<file path="src/rtl/bod_pkg.sv">
package bod_pkg;
  typedef enum logic [1:0] {
    WIN_NONE = 2'd0,
    WIN_RAM  = 2'd1,
    WIN_ROM  = 2'd2
  } win_kind_e;
endpackage

</file>
<file path="src/rtl/bod_overlay_reg.sv">
module bod_overlay_reg #(
  parameter int PORT_W = 8
) (
  input  logic              clk_i,
  input  logic              rst_ni,
  input  logic [PORT_W-1:0] port_out_i,
  input  logic [PORT_W-1:0] port_dir_i,
  output logic              overlay_o
);
  // a pin set as input floats high
  logic eff_bit;
  assign eff_bit = port_out_i[0] | ~port_dir_i[0];

  always_ff @(posedge clk_i or negedge rst_ni) begin
    if (!rst_ni) overlay_o <= 1'b1;
    else         overlay_o <= eff_bit;
  end
endmodule

</file>
<file path="src/rtl/bod_window_map.sv">
module bod_window_map
  import bod_pkg::*;
#(
  parameter int WIN_BITS    = 6,
  parameter int OVL_WINS    = 2,
  parameter int ROM_TOP_WIN = 1
) (
  input  logic [WIN_BITS-1:0] idx_i,
  input  logic                overlay_i,
  output win_kind_e           kind_o
);
  localparam int NUM_WIN = 1 << WIN_BITS;

  win_kind_e tab [NUM_WIN];

  for (genvar g = 0; g < NUM_WIN; g++) begin : g_win
    if (g < OVL_WINS) begin : g_low
      assign tab[g] = overlay_i ? WIN_ROM : WIN_RAM;
    end else if (g >= NUM_WIN - ROM_TOP_WIN) begin : g_top
      assign tab[g] = WIN_ROM;
    end else begin : g_none
      assign tab[g] = WIN_NONE;
    end
  end

  assign kind_o = tab[idx_i];
endmodule

</file>
<file path="src/rtl/bod_periph_lanes.sv">
module bod_periph_lanes #(
  parameter int LANE_W = 8
) (
  input  logic                hit_i,
  input  logic                we_i,
  input  logic                a_n_i,
  input  logic                b_n_i,
  input  logic [2*LANE_W-1:0] wdata_i,
  input  logic [LANE_W-1:0]   a_rdata_i,
  input  logic [LANE_W-1:0]   b_rdata_i,
  output logic                a_sel_o,
  output logic                b_sel_o,
  output logic                a_we_o,
  output logic                b_we_o,
  output logic [LANE_W-1:0]   a_wdata_o,
  output logic [LANE_W-1:0]   b_wdata_o,
  output logic [2*LANE_W-1:0] rdata_o
);
  assign a_sel_o   = hit_i & ~a_n_i;
  assign b_sel_o   = hit_i & ~b_n_i;
  assign a_we_o    = a_sel_o & we_i;
  assign b_we_o    = b_sel_o & we_i;
  assign a_wdata_o = wdata_i[2*LANE_W-1:LANE_W];
  assign b_wdata_o = wdata_i[LANE_W-1:0];

  always_comb begin
    rdata_o = '1;
    if (a_sel_o && !we_i) rdata_o[2*LANE_W-1:LANE_W] = a_rdata_i;
    if (b_sel_o && !we_i) rdata_o[LANE_W-1:0]        = b_rdata_i;
  end
endmodule

</file>
<file path="src/rtl/boot_overlay_decoder.sv">
module boot_overlay_decoder
  import bod_pkg::*;
#(
  parameter int ADDR_W      = 24,
  parameter int DATA_W      = 16,
  parameter int WIN_BITS    = 6,
  parameter int OVL_WINS    = 2,
  parameter int ROM_TOP_WIN = 1,
  parameter int PORT_W      = 8,
  parameter int REG_W       = 4,
  parameter int REG_LSB     = 8,
  parameter int SEL_A_BIT   = 12,
  parameter int SEL_B_BIT   = 13,
  parameter int PERIPH_TAG  = 5
) (
  input  logic                clk_i,
  input  logic                rst_ni,
  input  logic                req_i,
  input  logic                we_i,
  input  logic [ADDR_W-1:0]   addr_i,
  input  logic [DATA_W-1:0]   wdata_i,
  input  logic [PORT_W-1:0]   port_out_i,
  input  logic [PORT_W-1:0]   port_dir_i,
  input  logic [DATA_W/2-1:0] pa_rdata_i,
  input  logic [DATA_W/2-1:0] pb_rdata_i,
  output logic                ram_sel_o,
  output logic                rom_sel_o,
  output logic                perm_rd_o,
  output logic                perm_wr_o,
  output logic                mem_we_o,
  output logic                pa_sel_o,
  output logic                pb_sel_o,
  output logic                pa_we_o,
  output logic                pb_we_o,
  output logic [REG_W-1:0]    reg_o,
  output logic [DATA_W/2-1:0] pa_wdata_o,
  output logic [DATA_W/2-1:0] pb_wdata_o,
  output logic [DATA_W-1:0]   rdata_o,
  output logic                bus_err_wr_o,
  output logic                overlay_o
);
  localparam int LANE_W = DATA_W / 2;
  localparam int TAG_W  = 3;

  win_kind_e kind;
  logic      periph_hit;
  logic      err_d;

  bod_overlay_reg #(.PORT_W(PORT_W)) u_ovl (
    .clk_i      (clk_i),
    .rst_ni     (rst_ni),
    .port_out_i (port_out_i),
    .port_dir_i (port_dir_i),
    .overlay_o  (overlay_o)
  );

  bod_window_map #(
    .WIN_BITS    (WIN_BITS),
    .OVL_WINS    (OVL_WINS),
    .ROM_TOP_WIN (ROM_TOP_WIN)
  ) u_map (
    .idx_i     (addr_i[ADDR_W-1 -: WIN_BITS]),
    .overlay_i (overlay_o),
    .kind_o    (kind)
  );

  assign ram_sel_o = req_i && (kind == WIN_RAM);
  assign rom_sel_o = req_i && (kind == WIN_ROM);
  assign perm_rd_o = ram_sel_o | rom_sel_o;
  assign perm_wr_o = ram_sel_o;
  assign mem_we_o  = ram_sel_o & we_i;

  // peripherals live only where no memory answers
  assign periph_hit = req_i && (kind == WIN_NONE) &&
                      (addr_i[ADDR_W-1 -: TAG_W] == TAG_W'(PERIPH_TAG));
  assign reg_o = addr_i[REG_LSB +: REG_W];

  bod_periph_lanes #(.LANE_W(LANE_W)) u_lanes (
    .hit_i     (periph_hit),
    .we_i      (we_i),
    .a_n_i     (addr_i[SEL_A_BIT]),
    .b_n_i     (addr_i[SEL_B_BIT]),
    .wdata_i   (wdata_i),
    .a_rdata_i (pa_rdata_i),
    .b_rdata_i (pb_rdata_i),
    .a_sel_o   (pa_sel_o),
    .b_sel_o   (pb_sel_o),
    .a_we_o    (pa_we_o),
    .b_we_o    (pb_we_o),
    .a_wdata_o (pa_wdata_o),
    .b_wdata_o (pb_wdata_o),
    .rdata_o   (rdata_o)
  );

  assign err_d = rom_sel_o & we_i;

  always_ff @(posedge clk_i or negedge rst_ni) begin
    if (!rst_ni) bus_err_wr_o <= 1'b0;
    else         bus_err_wr_o <= err_d;
  end
endmodule

</file>
<file path="config.mk">
export PLATFORM = sky130hd
export DESIGN_NAME = boot_overlay_decoder
export DESIGN_NICKNAME = d
export VERILOG_FILES = /design/src/rtl/bod_pkg.sv /design/src/rtl/bod_overlay_reg.sv /design/src/rtl/bod_window_map.sv /design/src/rtl/bod_periph_lanes.sv /design/src/rtl/boot_overlay_decoder.sv
export SDC_FILE = /design/constraint.sdc
export NUM_CORES = 1
export LEC_CHECK = 0
export BUFFER_PORTS_ARGS = -buffer_cell sky130_fd_sc_hd__buf_2
export CORE_ASPECT_RATIO = 0.9
export CORE_MARGIN = 2
export CORE_UTILIZATION = 23
export CTS_CLUSTER_DIAMETER = 60
export DETAILED_ROUTE_END_ITERATION = 6
export PLACE_DENSITY_LB_ADDON = 0.15
export SLEW_MARGIN = 5
export SYNTH_ARGS = -nofsm -noshare
export SYNTH_HDL_FRONTEND = slang
export SYNTH_HIERARCHICAL = 1
export SYNTH_SLANG_ARGS = --single-unit
</file>
<file path="constraint.sdc">
create_clock -name clk_i -period 2.2 [get_ports clk_i]
set_clock_uncertainty 0.15 [all_clocks]
set_input_delay 0.11 -clock clk_i [delete_from_list [all_inputs] [get_ports clk_i]]
set_output_delay 0.11 -clock clk_i [all_outputs]
set_load 0.03 [all_outputs]
</file>
Yosys cells after proc, flatten, opt, wreduce, memory -nomap -nowiden

Index checks and enable logic that the tools add are counted.

Muxes and demuxes: 6
Add/sub/neg operators: 0
Reduce and logical (&&, ||, !) cells: 8
Divide/modulo/power cells: 0
Eq/ne operators: 3
Multipliers: 0
Magnitude comparators: 1
Shift-type cells: 0
Bitwise logic cells: 12

Operators with widths:

| cell                                                             | count |
|---|---|
| 8-bit 2-to-1 mux                                                 | 2 |
| 2-bit binary-select mux with 6-bit select                        | 1 |
| 7-bit greater-or-equal comparator (second input constant)        | 1 |
| 6-bit inverter with 7-bit output                                 | 1 |
| 1-bit AND                                                        | 6 |
| 1-bit logical AND                                                | 6 |
| 2-bit 2-to-1 mux                                                 | 3 |
| 3-bit == test (second input constant)                            | 1 |
| 1-bit inverter                                                   | 3 |
| 2-bit by 1-bit == test with 1-bit output (second input constant) | 1 |
| 2-bit == test (second input constant)                            | 1 |
| 2-bit zero test                                                  | 1 |
| 1-bit bitwise OR                                                 | 2 |
| 1-bit zero test                                                  | 1 |

Output and inout port bits: 47
Memories: 0
Input bits: 76
Bits in latches: 0
Flip-flop bits (word level): 2
Bits in read-only memories: 0
Bits in writable memories: 0
Logic and storage cells: 32

Logic depth before layout (Yosys ltp)

Gate-level depths: netlist (run 1).

Depth after elaboration: 10
Gate-level depth with buffers: 6
Gate-level depth less buffers: 5

Hierarchy

Netlist (run 1), hierarchy kept.

Modules (own cells, without submodules):

| module               | times used | area each (µm²) | cells each | seq. area each (µm²) |
|---|---|---|---|---|
| bod_periph_lanes     | 1          | 336.6           | 39         | 0.0 |
| boot_overlay_decoder | 1          | 127.6           | 17         | 25.0 |
| bod_window_map       | 1          | 51.3            | 6          | 0.0 |
| bod_overlay_reg      | 1          | 32.5            | 2          | 26.3 |

Least setup slack after synthesis (run 1)

No wires, ideal clock.

Kind: reg2out
From: reg u_ovl.overlay_o
To: out rdata_o[10]
Stages on the path, launching flop included: 6
Data required time: 1940 ps
Setup slack: 110 ps
Arrival: 1830 ps
Cells stage by stage: dfstp_2 nor3b_2 nand4bb_1 nor3_2 clkbuf_1 or4b_1

Longest elaborated chain between the ends: 10

RTL lines:

| item                                                | RTL line                   | source |
|---|---|---|
| from (decl)                                         | bod_overlay_reg.sv:8       | `output logic overlay_o` |
| from (signal assigned)                              | bod_overlay_reg.sv:16      | `else overlay_o <= eff_bit;` |
| 2-bit 2-to-1 mux                                    | bod_window_map.sv:18       | `assign tab[g] = overlay_i ? WIN_ROM : WIN_RAM;` |
| 2-bit binary-select mux with 6-bit select           | bod_window_map.sv:26       | `assign kind_o = tab[idx_i];` |
| 2-bit 2-to-1 mux (implied by the code) (2 in a row) | bod_window_map.sv:26       |  |
| via kind[0]                                         | boot_overlay_decoder.sv:45 | `win_kind_e kind;` |
| 2-bit zero test                                     | boot_overlay_decoder.sv:74 | `assign periph_hit = req_i && (kind == WIN_NONE) &&` |
| 1-bit logical AND (2 in a row)                      | boot_overlay_decoder.sv:74 |  |
| via periph_hit                                      | boot_overlay_decoder.sv:46 | `logic periph_hit;` |
| 1-bit AND                                           | bod_periph_lanes.sv:19     | `assign a_sel_o = hit_i & ~a_n_i;` |
| 1-bit logical AND                                   | bod_periph_lanes.sv:28     | `if (a_sel_o && !we_i) rdata_o[2*LANE_W-1:LANE_W] = a_rdata_i;` |
| 8-bit 2-to-1 mux                                    | bod_periph_lanes.sv:28     |  |
| to (decl)                                           | boot_overlay_decoder.sv:38 | `output logic [DATA_W-1:0] rdata_o,` |

The timed path passes the listed nets, and every way through them passes these cells. The select of a mux whose other input is x is not followed.

Final worst setup path (run 1)

From: reg u_ovl.overlay_o
To: out rdata_o[4]

Longest elaborated chain between the ends: 10

RTL lines:

| item                                                | RTL line                   | source |
|---|---|---|
| 2-bit 2-to-1 mux                                    | bod_window_map.sv:18       |  |
| 2-bit binary-select mux with 6-bit select           | bod_window_map.sv:26       |  |
| 2-bit 2-to-1 mux (implied by the code) (2 in a row) | bod_window_map.sv:26       |  |
| via kind[0]                                         | boot_overlay_decoder.sv:45 |  |
| 2-bit zero test                                     | boot_overlay_decoder.sv:74 |  |
| 1-bit logical AND (2 in a row)                      | boot_overlay_decoder.sv:74 |  |
| via periph_hit                                      | boot_overlay_decoder.sv:46 |  |
| 1-bit AND                                           | bod_periph_lanes.sv:20     | `assign b_sel_o = hit_i & ~b_n_i;` |
| 1-bit logical AND                                   | bod_periph_lanes.sv:29     | `if (b_sel_o && !we_i) rdata_o[LANE_W-1:0] = b_rdata_i;` |
| 8-bit 2-to-1 mux                                    | bod_periph_lanes.sv:29     |  |

The timed path passes the listed nets, and every way through them passes these cells. The select of a mux whose other input is x is not followed.

==> results.py, run 1 <==
metrics = {
    "outcome": {
        "outcome": "finished, violations left",
        "violations": "negative setup slack",
    },
    "layout": {
        "drive_gt1_share_pct": 70.1,
        "fin_nets": 184,
        "nFillCells": 243,
        "syn2layout_area_growth_pct": 52.5,
        "diodes": 0,
    },
    "global_route": {
        "grtUsageTotal_pct": 10.5,
        "overflow": 0,
        "antenna_found_initial": 0,
        "grt_first_pass_wirelength_microns": 2350,
        "grt_pass1_vias": 574,
        "grt_max_degree": 20,
    },
    "sta": {
        "timing.setup.tns_ps": -87.0,
        "slew_viol_final": 0,
        "slew_headroom_pct": 81.7,
        "setup_viol": 10,
        "report.final.hold_viol_count": 0,
        "rsz0062_at_grt": "yes",
        "fmax_mhz": 450,
        "fin_crit_sh_pct": 101,
        "timing.final.ws_setup_ps": -23.7,
        "worst_pin_slew_ps": 274,
        "fin_crit_ps": 2220,
    },
    "yosys": {
        "yosysTopAreaCellShare_pct": 28.8,
        "synth_area_per_cell_sq_um": 8.56,
        "synth.area.top_cells": "buf_4 (29%), or4b_1 (27%), dfstp_2 (4.8%), dfrtp_1 (4.6%), and3b_2 (3.7%)",
        "yosys-top-cells-count": "buf_4 (21), or4b_1 (15), nand2_1 (3), nand2b_1 (3), nor2_1 (3)",
        "synthArstFlopShare_pct": 100,
        "synth_seq_cells": 2,
        "ys.flop_type": "dfstp_2",
        "synth_top_area_cell": "buf_4",
        "yosysWarningCount": 6,
        "synth_edf_count": 0,
        "yosysMostFrequentCell": "buf_4",
        "synthesis.area_sq_um": 548,
        "synthesis.nets": 140,
        "syn_inst": 64,
        "ys_types": 22,
        "synth-seq-area-share_pct": 9.36,
    },
    "pwr": {
        "p_seq_share_pct": 19.2,
        "ir_worst_vdd_mv": 0.414,
        "clockPowerShare_pct": 45.6,
        "total_leakage_power_nw": 0.379,
        "power_switching_w": 0.0000635,
        "pwr_density_cell_nw_per_um2": 247,
        "p_total_w": 0.000206,
        "internal_power_w": 0.000143,
        "swShare_pct": 30.8,
        "combPwrFrac_pct": 35.2,
    },
    "floorplanning": {
        "core.rowCount": 16,
        "start_util_pct": 24.7,
        "io_pins": 123,
        "dieArea_sq_um": 2790,
        "dieWidth_microns": 55.5,
        "die_h_microns": 50.3,
        "core_sq_um": 2220,
    },
    "clock_tree": {
        "tritoncts": "yes",
        "path_clk_slew_ps": 40,
        "cts-root-buf": "clkbuf_4",
        "h-tree-depth": 1,
        "clk_latency_ps": 240,
        "clockBufferDepth": 2,
        "cts-buffers-inserted": 3,
        "clock_sinks": 2,
    },
    "critical_path": {
        "path_cells": "nor3b_2, nand4bb_1, nor3_2, buf_4, or4b_1, buf_2",
        "crit_start": "u_ovl/overlay_o",
        "crit_type": "flop to output pin",
        "r2r-start": "u_ovl/overlay_o",
        "crit_fanout": 14,
        "max_stage_delay_ps": 530,
        "arrival_ps": 1960,
        "cp.required_ps": 1940,
        "end_kind": "output pin",
        "critPathSlowestCell": "dfstp_2",
        "start_kind": "flop",
    },
    "routing": {
        "drt_iter0_drc": 13,
        "drc_errors": 0,
        "ant_nets": 0,
        "finalWirelength_microns": 1490,
        "first_pass_iters": 4,
        "wl_per_cell_microns": 11.1,
        "via_count": 626,
        "via_per_inst": 4.67,
    },
    "place": {
        "place.port_buffers": 56,
        "place_worst_setup_slack_ps": 181,
        "dp_hpwl_microns": 1190,
        "gp_congestion": 0.784,
    },
    "flow_run": {
        "drv_cap": 0,
    },
    "worst_hold_path": {
        "min_path_type": "input port to asynchronous set/reset pin",
    },
}
-- cell type report --
cell class,instances,area (sq um),share of cell area (%)
Clock buffer,4,26.3,3.14
Inverter,1,3.75,0.449
Multi-Input combinational cell,37,334,40.0
Sequential cell,2,51.3,6.14
Tap cell,27,33.8,4.04
Timing Repair Buffer,63,387,46.3
-- stage by stage --
step / hold slack, ps / utilization, % / cell area, sq um / cells
final: 49.9 / 37.6 / 836 / 134
after global routing: 54.6 / 37.6 / 836 / 134
after CTS: 24.8 / 35.8 / 796 / 134
after detailed placement: -253 / 31.5 / 699 / 125
after global placement: -253 / 31.5 / 699 / 125
after floorplan: -336 / - / 548 / 64
-- metal layers --
metal	vias up	GRT usage (%)	wire length [microns]
met5	-	0	0
met4	0	8.94	31
met3	6	3.61	145
met2	42	17.9	798
met1	278	10.2	512
li1	300	-	-
-- registers in the layout, summed over array words and instances (netlist names) --
name	cells
u_ovl/overlay_o	1
bus_err_wr_o	1
-- logic make-up (layout without fill, tap and decap cells) --
| kind of cell | count (synthesis) | after routing | synth area share (%) |
|---|---|---|---|
| flip-flops | 2 | 2 | 9.36 |
| buffers and inverters | 25 | 68 | 33.1 |
| AO/OA/AOI/OAI | 2 | 2 | 3.20 |
| AND/OR/NAND/NOR | 35 | 35 | 54.3 |
-- power groups by stage --
stage                     Combinational [W]  Clock [W]  Sequential, W
after CTS                         0.0000715   0.000101      0.0000395
after detailed placement          0.0000636          0      0.0000401
after global routing              0.0000806  0.0000983      0.0000397
after floorplan                   0.0000915          0      0.0000424
final                             0.0000726  0.0000942      0.0000396
after global placement            0.0000624          0      0.0000401
-- worst paths after layout --
path | to | slack (ps) | depth (start not counted)
worst min-delay path | bus_err_wr_o | 50 | 2
worst min register to register | bus_err_wr_o | 710 | 5
worst max register to register | bus_err_wr_o | 860 | 5
worst max-delay path | rdata_o[4] | -20 | 6
max in group asynchronous | u_ovl/overlay_o | 1650 | 2
min in group clk_i | pa_wdata_o[3] | 70 | 0
-- cell usage in the layout, fill, tap and decap left out --
master / Yosys / routed
nor2_1: 3 / 3
dfstp_2: 1 / 1
dlygate4sd3_1: 0 / 4
buf_6: 1 / 7
dfrtp_1: 1 / 1
nand2b_1: 3 / 3
nand4bb_1: 1 / 1
buf_2: 0 / 49
or4b_4: 1 / 6
nor3b_2: 1 / 1
a21oi_1: 1 / 1
inv_1: 1 / 1
nand4_1: 1 / 1
clkbuf_1: 1 / 1
and3b_2: 2 / 2
nor3b_1: 1 / 1
nor4_2: 1 / 1
o22ai_2: 1 / 1
nor2b_1: 2 / 2
clkbuf_4: 0 / 3
nor3_2: 1 / 1
buf_4: 21 / 3
nand2_1: 3 / 3
or4b_1: 15 / 10
-- critical path, delay by kind of cell (launching register included) --
kind                   cells  cell delay [ps]
buffers and inverters      2              380
DFF                        1              530
and+or+nand+nor            4              830
-- what timing repair did --
item / CTS / global route
hold buffers: 4 / 0
endpoints found under the setup margin: 16 / 16
setup buffers: 1 / 0
endpoints found under the hold margin: 4 / 0
gates cloned: 0 / 0
gates resized for setup: 7 / 16
No activity file was read; power rests on OpenSTA's default activity.
==> run 2, diff against run 1 <==
- CORE_UTILIZATION: 23 -> 21
- clock period: 2.2 -> 1.9 ns (I/O delays scaled with it)
==> run 2 against run 1 <==
  * The run still ends with negative setup slack left
  * Power up 20%
  * Non-clock buffer count grew 2
  * Count of clock-buffer cells in the layout unchanged
  * Flip-flop and latch count stayed put
  * Sequential share of layout area decreased by 0.95 points
  * Clock power increased by 15%
  * Final cell count up 2.2%
  * Hold slack lost 35 ps
  * Critical endpoint is now rdata_o[2]
  * Final area up 18%
  * Die area grew 8.8%
  * Critical path depth is the same
==> results.py, run 2 (synthesis results as in run 1) <==
metrics = {
    "outcome": {
        "outcome": "finished, violations left",
        "violations": "negative setup slack",
    },
    "place": {
        "place.port_buffers": 56,
        "dp_hpwl_microns": 1210,
        "place_worst_setup_slack_ps": -92.6,
        "gp_congestion": 0.630,
    },
    "global_route": {
        "grtUsageTotal_pct": 10.1,
        "grt_first_pass_wirelength_microns": 2330,
        "antenna_found_initial": 0,
        "overflow": 0,
        "grt_pass1_vias": 539,
        "grt_max_degree": 21,
    },
    "pwr": {
        "ir_worst_vdd_mv": 0.234,
        "p_total_w": 0.000248,
        "pwr_density_cell_nw_per_um2": 250,
        "total_leakage_power_nw": 0.447,
    },
    "floorplanning": {
        "io_pins": 123,
        "core_sq_um": 2470,
        "start_util_pct": 22.2,
        "dieArea_sq_um": 3030,
        "dieWidth_microns": 57.8,
        "core.rowCount": 17,
        "die_h_microns": 52.5,
    },
    "sta": {
        "worst_pin_slew_ps": 330,
        "fmax_mhz": 461,
        "setup_viol": 16,
        "timing.setup.tns_ps": -4190,
        "slew_viol_final": 0,
        "rsz0062_at_grt": "yes",
        "fin_crit_sh_pct": 114,
        "slew_headroom_pct": 78.0,
        "fin_crit_ps": 2170,
        "timing.final.ws_setup_ps": -269,
        "hold_ws_ps": 15.0,
        "report.final.hold_viol_count": 0,
    },
    "critical_path": {
        "max_stage_delay_ps": 520,
        "arrival_ps": 1920,
        "end_kind": "output pin",
        "crit_type": "flop to output pin",
        "crit_fanout": 20,
        "critPathSlowestCell": "dfstp_2",
        "cp_top_family": "simple AND/OR/NAND/NOR gates",
        "cp.required_ps": 1650,
        "path_buf_inv": 2,
        "path_common_cell": "buf_6",
        "start_kind": "flop",
        "path_cells": "nor3b_2, nand4bb_1, nor3_2, buf_6, or4b_4, buf_6",
    },
    "layout": {
        "syn2layout_area_growth_pct": 80.6,
        "largestRegisters": "bus_err_wr_o (1), u_ovl/overlay_o (1)",
        "drive_gt1_share_pct": 82.6,
        "fin_nets": 186,
        "final_cell_mix": "buf_2 (35), buf_6 (20), or4b_4 (16)",
        "final_common_cell": "buf_2",
        "fin_util_pct": 40.1,
        "diodes": 0,
    },
    "worst_hold_path": {
        "min_path_type": "input port to asynchronous set/reset pin",
    },
    "clock_tree": {
        "tritoncts": "yes",
        "cts-root-buf": "clkbuf_4",
        "clk_latency_ps": 230,
        "clockBufferDepth": 2,
        "cts-buffers-inserted": 3,
        "h-tree-depth": 1,
        "path_clk_slew_ps": 40,
        "clock_sinks": 2,
    },
    "routing": {
        "via_count": 637,
        "via_per_inst": 4.65,
        "drt_iter0_drc": 12,
        "ant_nets": 0,
        "wl_per_cell_microns": 11.8,
        "drc_errors": 0,
        "finalWirelength_microns": 1620,
        "first_pass_iters": 3,
    },
    "flow_run": {
        "drv_cap": 0,
    },
}
run 2: cell types whose count changed in the layout (fill, tap and decap cells not counted), sizes merged:
| cell | previous run | this run |
|---|---|---|
| buf | 59 | 61 |
run 2: worst paths after layout:
kind / endpoint / slack [ps] / start / depth (start not counted)
max: rdata_o[2] / -270 / u_ovl/overlay_o / 6
min: bus_err_wr_o / 10 / rst_ni / 2
max reg2reg: bus_err_wr_o / 560 / u_ovl/overlay_o / 6
min reg2reg: bus_err_wr_o / 730 / u_ovl/overlay_o / 4
max in group asynchronous: u_ovl/overlay_o / 1390 / rst_ni / 2
min in group clk_i: pa_wdata_o[0] / 40 / wdata_i[8] / 0
run 2: area by class of cell:
cell class	instances	area, sq um
clock buffer	4	26.3
tap	28	35.0
fill	251	1480
sequential	2	51.3
multi-input combinational	37	388
timing repair buffer	65	485
inverter	1	3.75
run 2: power by group:
part           leakage, nW  internal [W]   total, W  switching, W
Combinational        0.408     0.0000477  0.0000942     0.0000465
Sequential          0.0245     0.0000450  0.0000457   0.000000751
Clock               0.0150     0.0000783   0.000108     0.0000294
Total                0.447      0.000171   0.000248     0.0000766
run 2: metal layers:
layer / wire length (microns) / track usage [%]
met1: 542 / 9.56
met2: 836 / 18.2
met3: 212 / 3.46
met4: 26 / 6.98
met5: 0 / 0
run 2: through the flow:
step                cells  instance area, sq um
global route          137                   990
global placement      128                   777
finish                137                   990
floorplan              64                   611
detailed placement    128                   777
CTS                   136                   961
run 2: timing repair:
item	CTS	global route
pin swaps	1	1
setup buffers	0	1
gates resized for setup	38	6
setup endpoints to repair	20	22
endpoints found under the hold margin	4	0
hold buffers	4	0
==> run 3, diff against run 2 <==
- SKIP_CTS_REPAIR_TIMING: default -> 1
==> run 3 against run 2 <==
  * Non-clock buffer count did not move
  * Via count fell by 0.31%
  * Clock power barely moved
  * Highest routed layer unchanged
  * Sequential share of layout area rose by 0.55 points
  * Hold slack got worse by 0.55 ps
  * Maximum frequency fell by 0.93%
  * The run still ends with negative setup slack left
  * Global-route usage fell by 0.73 points
  * Final cell count did not move
  * First-iteration DRC count rose by 75%
  * Wire length fell by 3.5%
  * Register-to-register slack barely moved
  * Die area did not move
==> results.py, run 3 (synthesis results as in run 1) <==
metrics = {
    "worst_hold_path": {
        "min_path_type": "input port to asynchronous set/reset pin",
    },
    "routing": {
        "wl_per_cell_microns": 11.4,
        "via_per_inst": 4.64,
        "drc_errors": 0,
        "finalWirelength_microns": 1560,
        "first_pass_iters": 3,
        "via_count": 635,
        "drt_iter0_drc": 21,
        "ant_nets": 0,
    },
    "clock_tree": {
        "clk_latency_ps": 230,
        "h-tree-depth": 1,
        "clock_sinks": 2,
        "cts-buffers-inserted": 3,
        "path_clk_slew_ps": 40,
        "tritoncts": "yes",
        "cts-root-buf": "clkbuf_4",
        "clockBufferDepth": 2,
    },
    "critical_path": {
        "worstRegToRegCells": 6,
        "r2r-start": "u_ovl/overlay_o",
        "r2r_slack_ps": 550,
        "end_kind": "output pin",
        "r2r_end": "bus_err_wr_o",
        "crit_fanout": 20,
        "cp.required_ps": 1650,
        "arrival_ps": 1940,
        "crit_type": "flop to output pin",
        "crit_start": "u_ovl/overlay_o",
        "start_kind": "flop",
    },
    "pwr": {
        "p_seq_share_pct": 18.6,
        "clockPowerShare_pct": 43.9,
        "combPwrFrac_pct": 37.5,
        "power_switching_w": 0.0000762,
        "swShare_pct": 31.0,
        "ir_worst_vdd_mv": 0.236,
        "pwr_density_cell_nw_per_um2": 274,
        "total_leakage_power_nw": 0.388,
        "internal_power_w": 0.000169,
        "p_total_w": 0.000245,
    },
    "layout": {
        "syn2layout_area_growth_pct": 63.2,
        "diodes": 0,
        "drive_gt1_share_pct": 84.4,
        "fin_cells": 137,
        "final_common_cell": "buf_2",
        "largestRegisters": "bus_err_wr_o (1), u_ovl/overlay_o (1)",
        "final_cell_mix": "buf_2 (51), or4b_4 (16), buf_4 (5)",
        "fin_nets": 186,
        "fin_area_sq_um": 895,
        "fin_util_pct": 36.3,
    },
    "sta": {
        "fin_crit_ps": 2190,
        "fmax_mhz": 457,
        "timing.final.ws_setup_ps": -289,
        "slew_viol_final": 0,
        "hold_ws_ps": 14.4,
        "report.final.hold_viol_count": 0,
        "fin_crit_sh_pct": 115,
        "worst_pin_slew_ps": 328,
        "setup_viol": 18,
        "rsz0062_at_grt": "yes",
        "slew_headroom_pct": 78.1,
    },
    "flow_run": {
        "drv_cap": 0,
    },
    "floorplanning": {
        "start_util_pct": 22.2,
        "dieArea_sq_um": 3030,
        "dieWidth_microns": 57.8,
        "core.rowCount": 17,
        "die_h_microns": 52.5,
        "core_sq_um": 2470,
        "io_pins": 123,
    },
    "global_route": {
        "overflow": 0,
        "grt_first_pass_wirelength_microns": 2170,
        "grt_max_degree": 21,
        "grt_pass1_vias": 507,
        "grtUsageTotal_pct": 9.32,
        "antenna_found_initial": 0,
    },
    "place": {
        "dp_hpwl_microns": 1210,
        "place_area_sq_um": 777,
        "dp_cells": 128,
        "place.port_buffers": 56,
        "gp_congestion": 0.630,
    },
    "outcome": {
        "violations": "negative setup slack",
        "outcome": "finished, violations left",
    },
}
[run 3: cell count changes in the layout (fill, tap and decap cells not counted), sizes merged]
cell / previous run / this run
clkbuf: 4 / 5
buf: 61 / 60
[run 3: power by group through the flow]
stage	sequential [W]	clock, W	combinational (W)
global placement	0.0000462	0	0.0000805
finish	0.0000457	0.000108	0.0000920
CTS	0.0000458	0.000114	0.0000821
floorplan	0.0000491	0	0.000109
detailed placement	0.0000462	0	0.0000818
global route	0.0000459	0.000121	0.000100
[run 3: area by class of cell]
class / count / area, sq um
fill: 265 / 1570
clock buffer: 4 / 26.3
timing repair buffer: 65 / 385
inverter: 1 / 3.75
tap: 28 / 35.0
multi-input combinational: 37 / 393
sequential: 2 / 51.3
[run 3: through the flow]
| step | setup TNS, ps | setup slack, ps |
|---|---|---|
| 2_1_floorplan | -846 | -53.1 |
| 3_3_place_gp | -1190 | -78.1 |
| 3_5_place_dp | -1410 | -92.6 |
| 4_1_cts | -5510 | -339 |
| 5_1_grt | -6660 | -403 |
| 6_report | -4580 | -289 |
[run 3: layer usage]
| metal | GRT usage [%] | part of all wire, % |
|---|---|---|
| met1 | 9.41 | 33 |
| met5 | 0 | 0 |
| met2 | 15.5 | 51 |
| met4 | 6.98 | 1.7 |
| met3 | 3.70 | 14 |
[run 3: worst max-delay path, stage by stage (launching register included)]
cell,delay [ps]
dfstp_2,520
nor3b_2,50
nand4bb_1,190
nor3_2,140
buf_6,170
or4b_4,460
buf_2,190
[run 3: worst max-delay path by stage]
stage | cells after the start | to
global route | 6 | rdata_o[4]
CTS | 6 | rdata_o[12]
finish | 6 | rdata_o[9]
global placement | 6 | rdata_o[12]
detailed placement | 6 | rdata_o[12]
floorplan | 5 | rdata_o[10]
